## config.mk

```make
export PLATFORM = sky130hd
export DESIGN_NAME = fp32_mul
export DESIGN_NICKNAME = d
export VERILOG_FILES = /design/src/rtl/fp32_mul.sv
export SDC_FILE = /design/constraint.sdc
export NUM_CORES = 1
export LEC_CHECK = 0
export ABC_CLOCK_PERIOD_IN_PS = 9300
export BUFFER_PORTS_ARGS = -buffer_cell sky130_fd_sc_hd__buf_2
export CORE_UTILIZATION = 57
export CTS_CLUSTER_DIAMETER = 100
export DETAILED_ROUTE_END_ITERATION = 12
export PLACE_DENSITY = 0.85
export SLEW_MARGIN = 20
export SYNTH_ARGS = -nofsm -noshare
export SYNTH_HDL_FRONTEND = slang
export SYNTH_SLANG_ARGS = --single-unit
```

## constraint.sdc

```tcl
create_clock -name clk -period 9.3 [get_ports clk]
set_input_delay 0.93 -clock clk [delete_from_list [all_inputs] [get_ports clk]]
set_output_delay 0.93 -clock clk [all_outputs]
set_load 0.05 [all_outputs]
```

## src/rtl/fp32_mul.sv

```systemverilog
module fp32_mul #(
  parameter int EXP_W  = 8,
  parameter int FRAC_W = 23
) (
  input  logic                      clk,
  input  logic                      rst,
  input  logic                      in_vld,
  input  logic [EXP_W+FRAC_W:0]     op_a,
  input  logic [EXP_W+FRAC_W:0]     op_b,
  output logic                      res_vld,
  output logic [EXP_W+FRAC_W:0]     res,
  output logic                      ovf,
  output logic                      unf,
  output logic                      inv
);
  localparam int W      = EXP_W + FRAC_W + 1;
  localparam int MANT_W = FRAC_W + 1;
  localparam int PW     = 2 * MANT_W;
  localparam int EMAX   = (1 << EXP_W) - 1;
  localparam int BIAS   = (1 << (EXP_W - 1)) - 1;
  localparam logic signed [EXP_W+1:0] BIAS_X = BIAS;
  localparam logic [W-1:0] QNAN = {1'b0, {EXP_W{1'b1}}, 1'b1, {(FRAC_W-1){1'b0}}};

  localparam logic [1:0] K_NUM  = 2'd0;
  localparam logic [1:0] K_ZERO = 2'd1;
  localparam logic [1:0] K_INF  = 2'd2;
  localparam logic [1:0] K_NAN  = 2'd3;

  logic [EXP_W-1:0]  ea, eb;
  logic [FRAC_W-1:0] fa, fb;
  assign ea = op_a[W-2 -: EXP_W];
  assign eb = op_b[W-2 -: EXP_W];
  assign fa = op_a[FRAC_W-1:0];
  assign fb = op_b[FRAC_W-1:0];

  logic a_zero, b_zero, a_inf, b_inf, a_nan, b_nan;
  assign a_zero = (ea == '0);
  assign b_zero = (eb == '0);
  assign a_inf  = (ea == '1) && (fa == '0);
  assign b_inf  = (eb == '1) && (fb == '0);
  assign a_nan  = (ea == '1) && (fa != '0);
  assign b_nan  = (eb == '1) && (fb != '0);

  logic [1:0] kind_c;
  always_comb begin
    if (a_nan || b_nan || (a_zero && b_inf) || (a_inf && b_zero)) kind_c = K_NAN;
    else if (a_inf || b_inf)                                       kind_c = K_INF;
    else if (a_zero || b_zero)                                     kind_c = K_ZERO;
    else                                                           kind_c = K_NUM;
  end

  logic              s1_vld, s1_sign;
  logic [1:0]        s1_kind;
  logic [EXP_W:0]    s1_esum;
  logic [PW-1:0]     s1_prod;

  always_ff @(posedge clk) begin
    if (rst) begin
      s1_vld  <= 1'b0;
      s1_sign <= 1'b0;
      s1_kind <= K_NUM;
      s1_esum <= '0;
      s1_prod <= '0;
    end else begin
      s1_vld  <= in_vld;
      s1_sign <= op_a[W-1] ^ op_b[W-1];
      s1_kind <= kind_c;
      s1_esum <= {1'b0, ea} + {1'b0, eb};
      s1_prod <= {1'b1, fa} * {1'b1, fb};
    end
  end

  logic                     norm;
  logic [FRAC_W-1:0]        frac_c;
  logic signed [EXP_W+1:0]  e_adj;
  logic                     big_c, small_c;
  assign norm    = s1_prod[PW-1];
  assign frac_c  = norm ? s1_prod[PW-2 -: FRAC_W] : s1_prod[PW-3 -: FRAC_W];
  assign e_adj   = $signed({1'b0, s1_esum}) - BIAS_X + $signed({{(EXP_W+1){1'b0}}, norm});
  assign big_c   = (e_adj >= EMAX);
  assign small_c = (e_adj <= 0);

  logic [W-1:0] res_c;
  logic         ovf_c, unf_c, inv_c;
  always_comb begin
    ovf_c = 1'b0;
    unf_c = 1'b0;
    inv_c = 1'b0;
    case (s1_kind)
      K_NAN:  begin res_c = QNAN; inv_c = 1'b1; end
      K_INF:  res_c = {s1_sign, {EXP_W{1'b1}}, {FRAC_W{1'b0}}};
      K_ZERO: res_c = {s1_sign, {(W-1){1'b0}}};
      default: begin
        if (big_c) begin
          res_c = {s1_sign, {EXP_W{1'b1}}, {FRAC_W{1'b0}}};
          ovf_c = 1'b1;
        end else if (small_c) begin
          res_c = {s1_sign, {(W-1){1'b0}}};
          unf_c = 1'b1;
        end else begin
          res_c = {s1_sign, e_adj[EXP_W-1:0], frac_c};
        end
      end
    endcase
  end

  always_ff @(posedge clk) begin
    if (rst) begin
      res_vld <= 1'b0;
      res     <= '0;
      ovf     <= 1'b0;
      unf     <= 1'b0;
      inv     <= 1'b0;
    end else begin
      res_vld <= s1_vld;
      res     <= res_c;
      ovf     <= s1_vld & ovf_c;
      unf     <= s1_vld & unf_c;
      inv     <= s1_vld & inv_c;
    end
  end

  a_r1_latency: assert property (@(posedge clk) disable iff (rst)
    in_vld |=> ##1 res_vld);
  a_r1_no_spurious: assert property (@(posedge clk) disable iff (rst)
    !in_vld |=> ##1 !res_vld);
  a_r2_sign: assert property (@(posedge clk) disable iff (rst)
    (res_vld && !inv) |-> (res[W-1] == ($past(op_a[W-1], 2) ^ $past(op_b[W-1], 2))));
  a_r5_ovf_inf: assert property (@(posedge clk) disable iff (rst)
    ovf |-> (res[W-2 -: EXP_W] == '1) && (res[FRAC_W-1:0] == '0));
  a_r6_unf_zero: assert property (@(posedge clk) disable iff (rst)
    unf |-> (res[W-2:0] == '0));
  a_r7_inv_qnan: assert property (@(posedge clk) disable iff (rst)
    inv |-> (res == QNAN));
  a_r10_flags: assert property (@(posedge clk) disable iff (rst)
    $onehot0({ovf, unf, inv}) && (res_vld || !(ovf || unf || inv)));
endmodule

```

==> metrics.cfg, run 1 <==
[clock_network]
cts_resized = 0
worstSkewPairLatency_ns = 0.33
holdBufCountCts = 0
cts_sinks = 74
cts_buffers = 9
postCtsSetupRepairBufs = 0
cts_tree = done
h-tree-depth = 3
cts.path.max_buffers = 2
clk_pin_slew_ns = 0.06
cts_root_buf = clkbuf_16

[timing]
timing.final.crit_share_pct = 85.73
skew_ns = 0.007213
finalSetupViolations = 0
report.final.slew_viol_count = 0
relSlewSlack_pct = 48.28
fmax_mhz = 125.4
hold_ws_ns = 0.4682
worst_pin_slew_ns = 0.7758
hold_violations = 0
rsz0062_at_grt = no
setup_tns_ns = 0
fin_crit_ns = 7.973

[grt]
met3_usage_pct = 7.478
grt_antenna_before_repair = 4
grt_usage_pct = 33.07
grt_use_met1_pct = 39.70
busiest_layer = met2
grtUsageMet2_pct = 55.79
grt_pass1_wl_um = 97720
grt_overflow_total = 0
grt_pass1_vias = 18750
grt_max_degree = 58

[placed_design]
dpl.hpwl_um = 44880
port-buffer-count = 102
globalplace.congestion = 1.019

[synthesis]
ys_ff_latch = 74
avgSynthCellArea_um2 = 8.912
syn_inst = 2403
syn_nets = 3131
synth_cell_types = 67
async_reset_ff_share_pct = 0
synth_area_leaders = fa_1 (45%), ha_1 (10%), inv_1 (10%), dfxtp_1 (6.9%), and2_1 (6.9%)
ys.flop_type = dfxtp_1
synth_top_cell_area_share_pct = 45.06
netlist_area_um2 = 21420
yosysMostFrequentCell = inv_1
ys_warn_count = 0
synth_area_leader_cell = fa_1
yosysSeqAreaShare_pct = 6.918
synth_edf_count = 0
yosys-top-cells-count = inv_1 (583), fa_1 (482), nand2_1 (290)

[floorplan]
dieArea_um2 = 38350
start_util_pct = 58.22
coreArea_um2 = 36790
rows = 70
die_y_um = 195.8
die_w_um = 195.8
io_pins = 103

[setup_path]
worst_r2r_endpoint = res[22]
start_kind = primary input
reg2reg_depth = 13
cp_max_fo = 18
path_class = primary input to flip-flop
cp.required_ns = 9.52
r2r_slack_ns = 5.73
crit_arrival_ns = 8.19
cp-end-kind = flip-flop
reg2reg_from = s1_prod[47]

[drt]
drc = 0
antenna_left = 0
drt_pre_antenna_iters = 6
wl_per_cell_um = 20.35
drtIter0Drc = 1545
via_per_inst = 5.740
finalWirelength_um = 58890
vias = 16610

[finish]
fillerInstances = 3015
synthToLayoutAreaGrowth_pct = 4.832
finalNetCount = 3140
multi_input_area_um2 = 17310
register_area_um2 = 1481
drive_gt1_share_pct = 6.041

[hold_path]
hp-class = flip-flop to flip-flop
worst_hold_path.endpoint = res[31]
holdPathStages = 1
hp-start = s1_sign

[flow_run]
maxCapViolCount = 0

[run_status]
status = complete, no violations

area by class of cell:
class | count | share of cell area [%]
clock buffers | 10 | 1.064
multi-input cells | 1634 | 77.09
repair buffers | 108 | 2.475
clock inverters | 6 | 0.2954
inverters | 585 | 9.781
well taps | 468 | 2.608
diodes | 8 | 0.08917
flip-flops and latches | 74 | 6.599
metal layers:
| metal | routed length, um | vias to the layer above | share of wire [%] |
|---|---|---|---|
| met1 | 21070 | 8311 | 36 |
| met4 | 3757 | 0 | 6.4 |
| met3 | 5842 | 267 | 9.9 |
| met5 | 0 | - | 0 |
| met2 | 28210 | 879 | 48 |
| li1 | - | 7148 | - |
registers in the layout, indices dropped and copies added, names as in the netlist:
register,cells
s1_prod,25
s1_vld,1
res_vld,1
unf,1
s1_esum,9
inv,1
ovf,1
s1_sign,1
res,32
s1_kind,2
worst max path at each step:
stage / startpoint / to / slack [ns] / depth (start not counted)
2_1_floorplan: op_b[3] / s1_prod[42] / 2.07 / 25
3_3_place_gp: op_b[8] / s1_prod[45] / 1.24 / 25
3_5_place_dp: op_b[8] / s1_prod[45] / 1.12 / 25
4_1_cts: op_b[8] / s1_prod[45] / 1.44 / 25
5_1_grt: op_b[8] / s1_prod[45] / 0.98 / 25
6_report: op_b[8] / s1_prod[45] / 1.33 / 23
layout by cell type (no fill, tap or decap), drive strengths merged, types with 12 or more instances in the layout:
cell type,n
buf,108
mux2i,25
o21ai,18
a21o,26
nor2b,16
xnor2,20
nor2,101
fa,482
and3,13
nor4,17
a21oi,65
nand2,290
ha,179
inv,583
nand3,17
nor3,12
and2,236
dfxtp,74
metrics by stage:
| stage | instance area [um^2] | cells | setup WS (ns) | utilization, % |
|---|---|---|---|---|
| after floorplan | 21420 | 2403 | 2.070 | - |
| after global placement | 22130 | 2869 | 1.235 | 60.15 |
| after detailed placement | 22130 | 2869 | 1.123 | 60.15 |
| after CTS | 22430 | 2885 | 1.440 | 60.98 |
| after global routing | 22440 | 2888 | 0.9837 | 61.00 |
| final | 22450 | 2893 | 1.327 | 61.03 |
kinds of logic after synthesis:
group	count (synthesis)	synth area share [%]
DFF	74	6.918
buffers and inverters	695	12.27
and+or+nand+nor	742	17.11
AOI/OAI and AO/OA	172	5.521
xor gates and xnor gates	25	1.022
adders and majority gates	661	55.52
muxes	34	1.642
worst max-delay path, stage by stage:
cell and delay, ns:
buf_2 0.42, clkinv_1 0.40, nor2_1 0.21, fa_1 0.46, fa_1 0.52, inv_1 0.05
fa_1 0.39, fa_1 0.55, inv_1 0.06, fa_1 0.44, fa_1 0.57, inv_1 0.07
fa_1 0.48, inv_1 0.04, ha_1 0.33, a21oi_1 0.29, o211ai_1 0.14, a31oi_1 0.25
o211ai_1 0.23, a221oi_1 0.57, a211oi_1 0.21, a21oi_1 0.21, mux2_2 0.34
Power of run 1 is not shown: default switching activity piles up to over one toggle a cycle in this logic, so the estimate is an artifact.
==> run 2: changes to the inputs <==
ABC_CLOCK_PERIOD_IN_PS = 9600   (was 9300)
PLACE_DENSITY = 0.77   (was 0.85)
clock period = 9.6 ns   (was 9.3 ns; I/O delays follow)
==> metrics.cfg, run 2 (synthesized netlist as in run 1, its figures left out) <==
[timing]
timing.final.crit_share_pct = 84.72
report.final.slew_viol_count = 0  ; unchanged
setup_tns_ns = 0  ; unchanged
relSlewSlack_pct = 49.55  ; was 48.28%
finalSetupViolations = 0  ; unchanged
skew_ns = 0.006280  ; was 0.007213 ns
worst_pin_slew_ns = 0.7568  ; was 0.7758 ns
fmax_mhz = 123.0
fin_crit_ns = 8.133
rsz0062_at_grt = no  ; unchanged
hold_violations = 0  ; unchanged

[clock_network]
cts.path.max_buffers = 2  ; unchanged
h-tree-depth = 3  ; unchanged
worstSkewPairLatency_ns = 0.32  ; was 0.33 ns
postCtsSetupRepairBufs = 0  ; unchanged
cts_root_buf = clkbuf_16  ; unchanged
cts_tree = done  ; unchanged
cts_resized = 0  ; unchanged
clk_pin_slew_ns = 0.06  ; about the same
cts_sinks = 74  ; unchanged
holdBufCountCts = 0  ; unchanged
cts_buffers = 9  ; unchanged

[setup_path]
critPathTopFamily = adder cells  ; unchanged
cp_slowest_cell = a221oi_1  ; was fa_1
startpoint = op_b[8]  ; unchanged
path_buf_inv = 6  ; unchanged
reg2reg_depth = 13  ; unchanged
path_class = primary input to flip-flop  ; unchanged
crit_arrival_ns = 8.35  ; was 8.19 ns
reg2reg_from = s1_prod[47]  ; unchanged
cp_common_cell = fa_1  ; unchanged
cp.required_ns = 9.82  ; was 9.52 ns
cp-end-kind = flip-flop  ; unchanged
cp.depth = 23  ; unchanged
cp_max_fo = 18  ; unchanged
start_kind = primary input  ; unchanged
max_stage_delay_ns = 0.63  ; was 0.57 ns
path_cells = buf_2 > clkinv_1 > nor2_1 > fa_1 > fa_1 > inv_1 > fa_1 > fa_1 > inv_1 > fa_1 > fa_1 > inv_1 > fa_1 > inv_1 > ha_1 > a21oi_1 > o211ai_1 > a31oi_1 > o211ai_1 > a221oi_1 > a211oi_1 > a21oi_1 > mux2_2  ; unchanged

[floorplan]
rows = 70  ; unchanged
coreArea_um2 = 36790  ; unchanged
die_w_um = 195.8  ; unchanged
start_util_pct = 58.22  ; unchanged
dieArea_um2 = 38350  ; unchanged
die_y_um = 195.8  ; unchanged
io_pins = 103  ; unchanged

[drt]
vias = 16390  ; was 16610
drt_pre_antenna_iters = 7  ; was 6
antenna_left = 0  ; unchanged
wl_per_cell_um = 20.26  ; was 20.35 um
drtIter0Drc = 1352  ; was 1545
via_per_inst = 5.672  ; was 5.740
finalWirelength_um = 58540  ; was 58890 um
drc = 0  ; unchanged

[finish]
drive_gt1_share_pct = 6.118  ; was 6.041%
regMostFlops = res  ; unchanged
largest_register_ffs = 32  ; unchanged
fillerInstances = 3197  ; was 3015
synthToLayoutAreaGrowth_pct = 4.826  ; was 4.832%
finalNetCount = 3142  ; was 3140
layout_commonest_cell = inv_1  ; unchanged
layout_common_cells = inv_1 (583), fa_1 (482), nand2_1 (290), and2_1 (236), ha_1 (179)  ; unchanged
top_regs = res x32, s1_prod x25, s1_esum x9  ; unchanged

[grt]
grt_overflow_total = 0  ; unchanged
grt_pass1_vias = 18360  ; was 18750
grt_pass1_wl_um = 95970  ; was 97720 um
grt_antenna_before_repair = 1  ; was 4
grt_usage_pct = 32.71  ; was 33.07%
grt_max_degree = 58  ; unchanged

[placed_design]
port-buffer-count = 102  ; unchanged
globalplace.congestion = 0.9764  ; was 1.019
dpl.hpwl_um = 45340  ; was 44880 um

[flow_run]
maxCapViolCount = 0  ; unchanged

[hold_path]
holdPathStages = 1  ; unchanged
hp-class = flip-flop to flip-flop  ; unchanged
hp-start = s1_sign  ; unchanged

[run_status]
status = complete, no violations  ; unchanged

==> run 2: cell types whose count changed in the layout (fill, tap and decap cells not counted), sizes merged <==
cell / delta
buf: +2
diode: -6
clkinvlp: -2
inv: +1
clkinv: +1
==> run 2: layout make-up <==
cell class | count | area, um^2 | area share [%]
multi-input combinational | 1634 | 17310 | 77.09
inverter | 585 | 2196 | 9.782
sequential | 74 | 1481 | 6.599
tap | 468 | 585.6 | 2.608
timing repair buffer | 110 | 570.5 | 2.542
clock buffer | 10 | 239.0 | 1.065
clock inverter | 6 | 65.06 | 0.2898
antenna | 2 | 5.005 | 0.02229
==> run 2: through the flow <==
stage / hold slack (ns) / instances / setup slack, ns / cell area (um^2) / utilization, %
finish: 0.4658 / 2889 / 1.467 / 22450 / 61.03
global route: 0.4939 / 2888 / 1.165 / 22450 / 61.02
CTS: 0.4725 / 2887 / 1.630 / 22440 / 61.01
detailed placement: 0.4618 / 2871 / 1.320 / 22140 / 60.19
global placement: 0.4531 / 2871 / 1.400 / 22140 / 60.19
floorplan: 0.4365 / 2403 / 2.340 / 21420 / -
==> run 2: metal layers <==
| metal | part of all wire, % | global-route usage [%] | vias up | wire (um) |
|---|---|---|---|---|
| li1 | - | - | 7147 | - |
| met1 | 37 | 40.26 | 8242 | 21630 |
| met2 | 48 | 55.70 | 772 | 28330 |
| met3 | 9.2 | 6.292 | 224 | 5414 |
| met4 | 5.4 | 15.19 | 0 | 3164 |
| met5 | 0 | 0 | - | 0 |
==> run 2: worst reg2reg max path, delay by kind of cell (launching register included) <==
family                     cells  cell delay, ns
buffers and inverters          3            0.53
xor gates and xnor gates       1            0.16
adders and majority gates      2            0.46
DFF                            1            0.30
and+or+nand+nor                4            1.17
AOI/OAI and AO/OA              2            0.38
muxes                          1            0.19
==> run 2: final timing paths <==
kind                                     to  slack, ns
worst max-delay path            s1_prod[45]       1.47
worst min-delay path                res[31]       0.47
worst max register to register      res[22]       6.25
worst min register to register      res[31]       0.47
Power of run 2 is left out for the same reason.
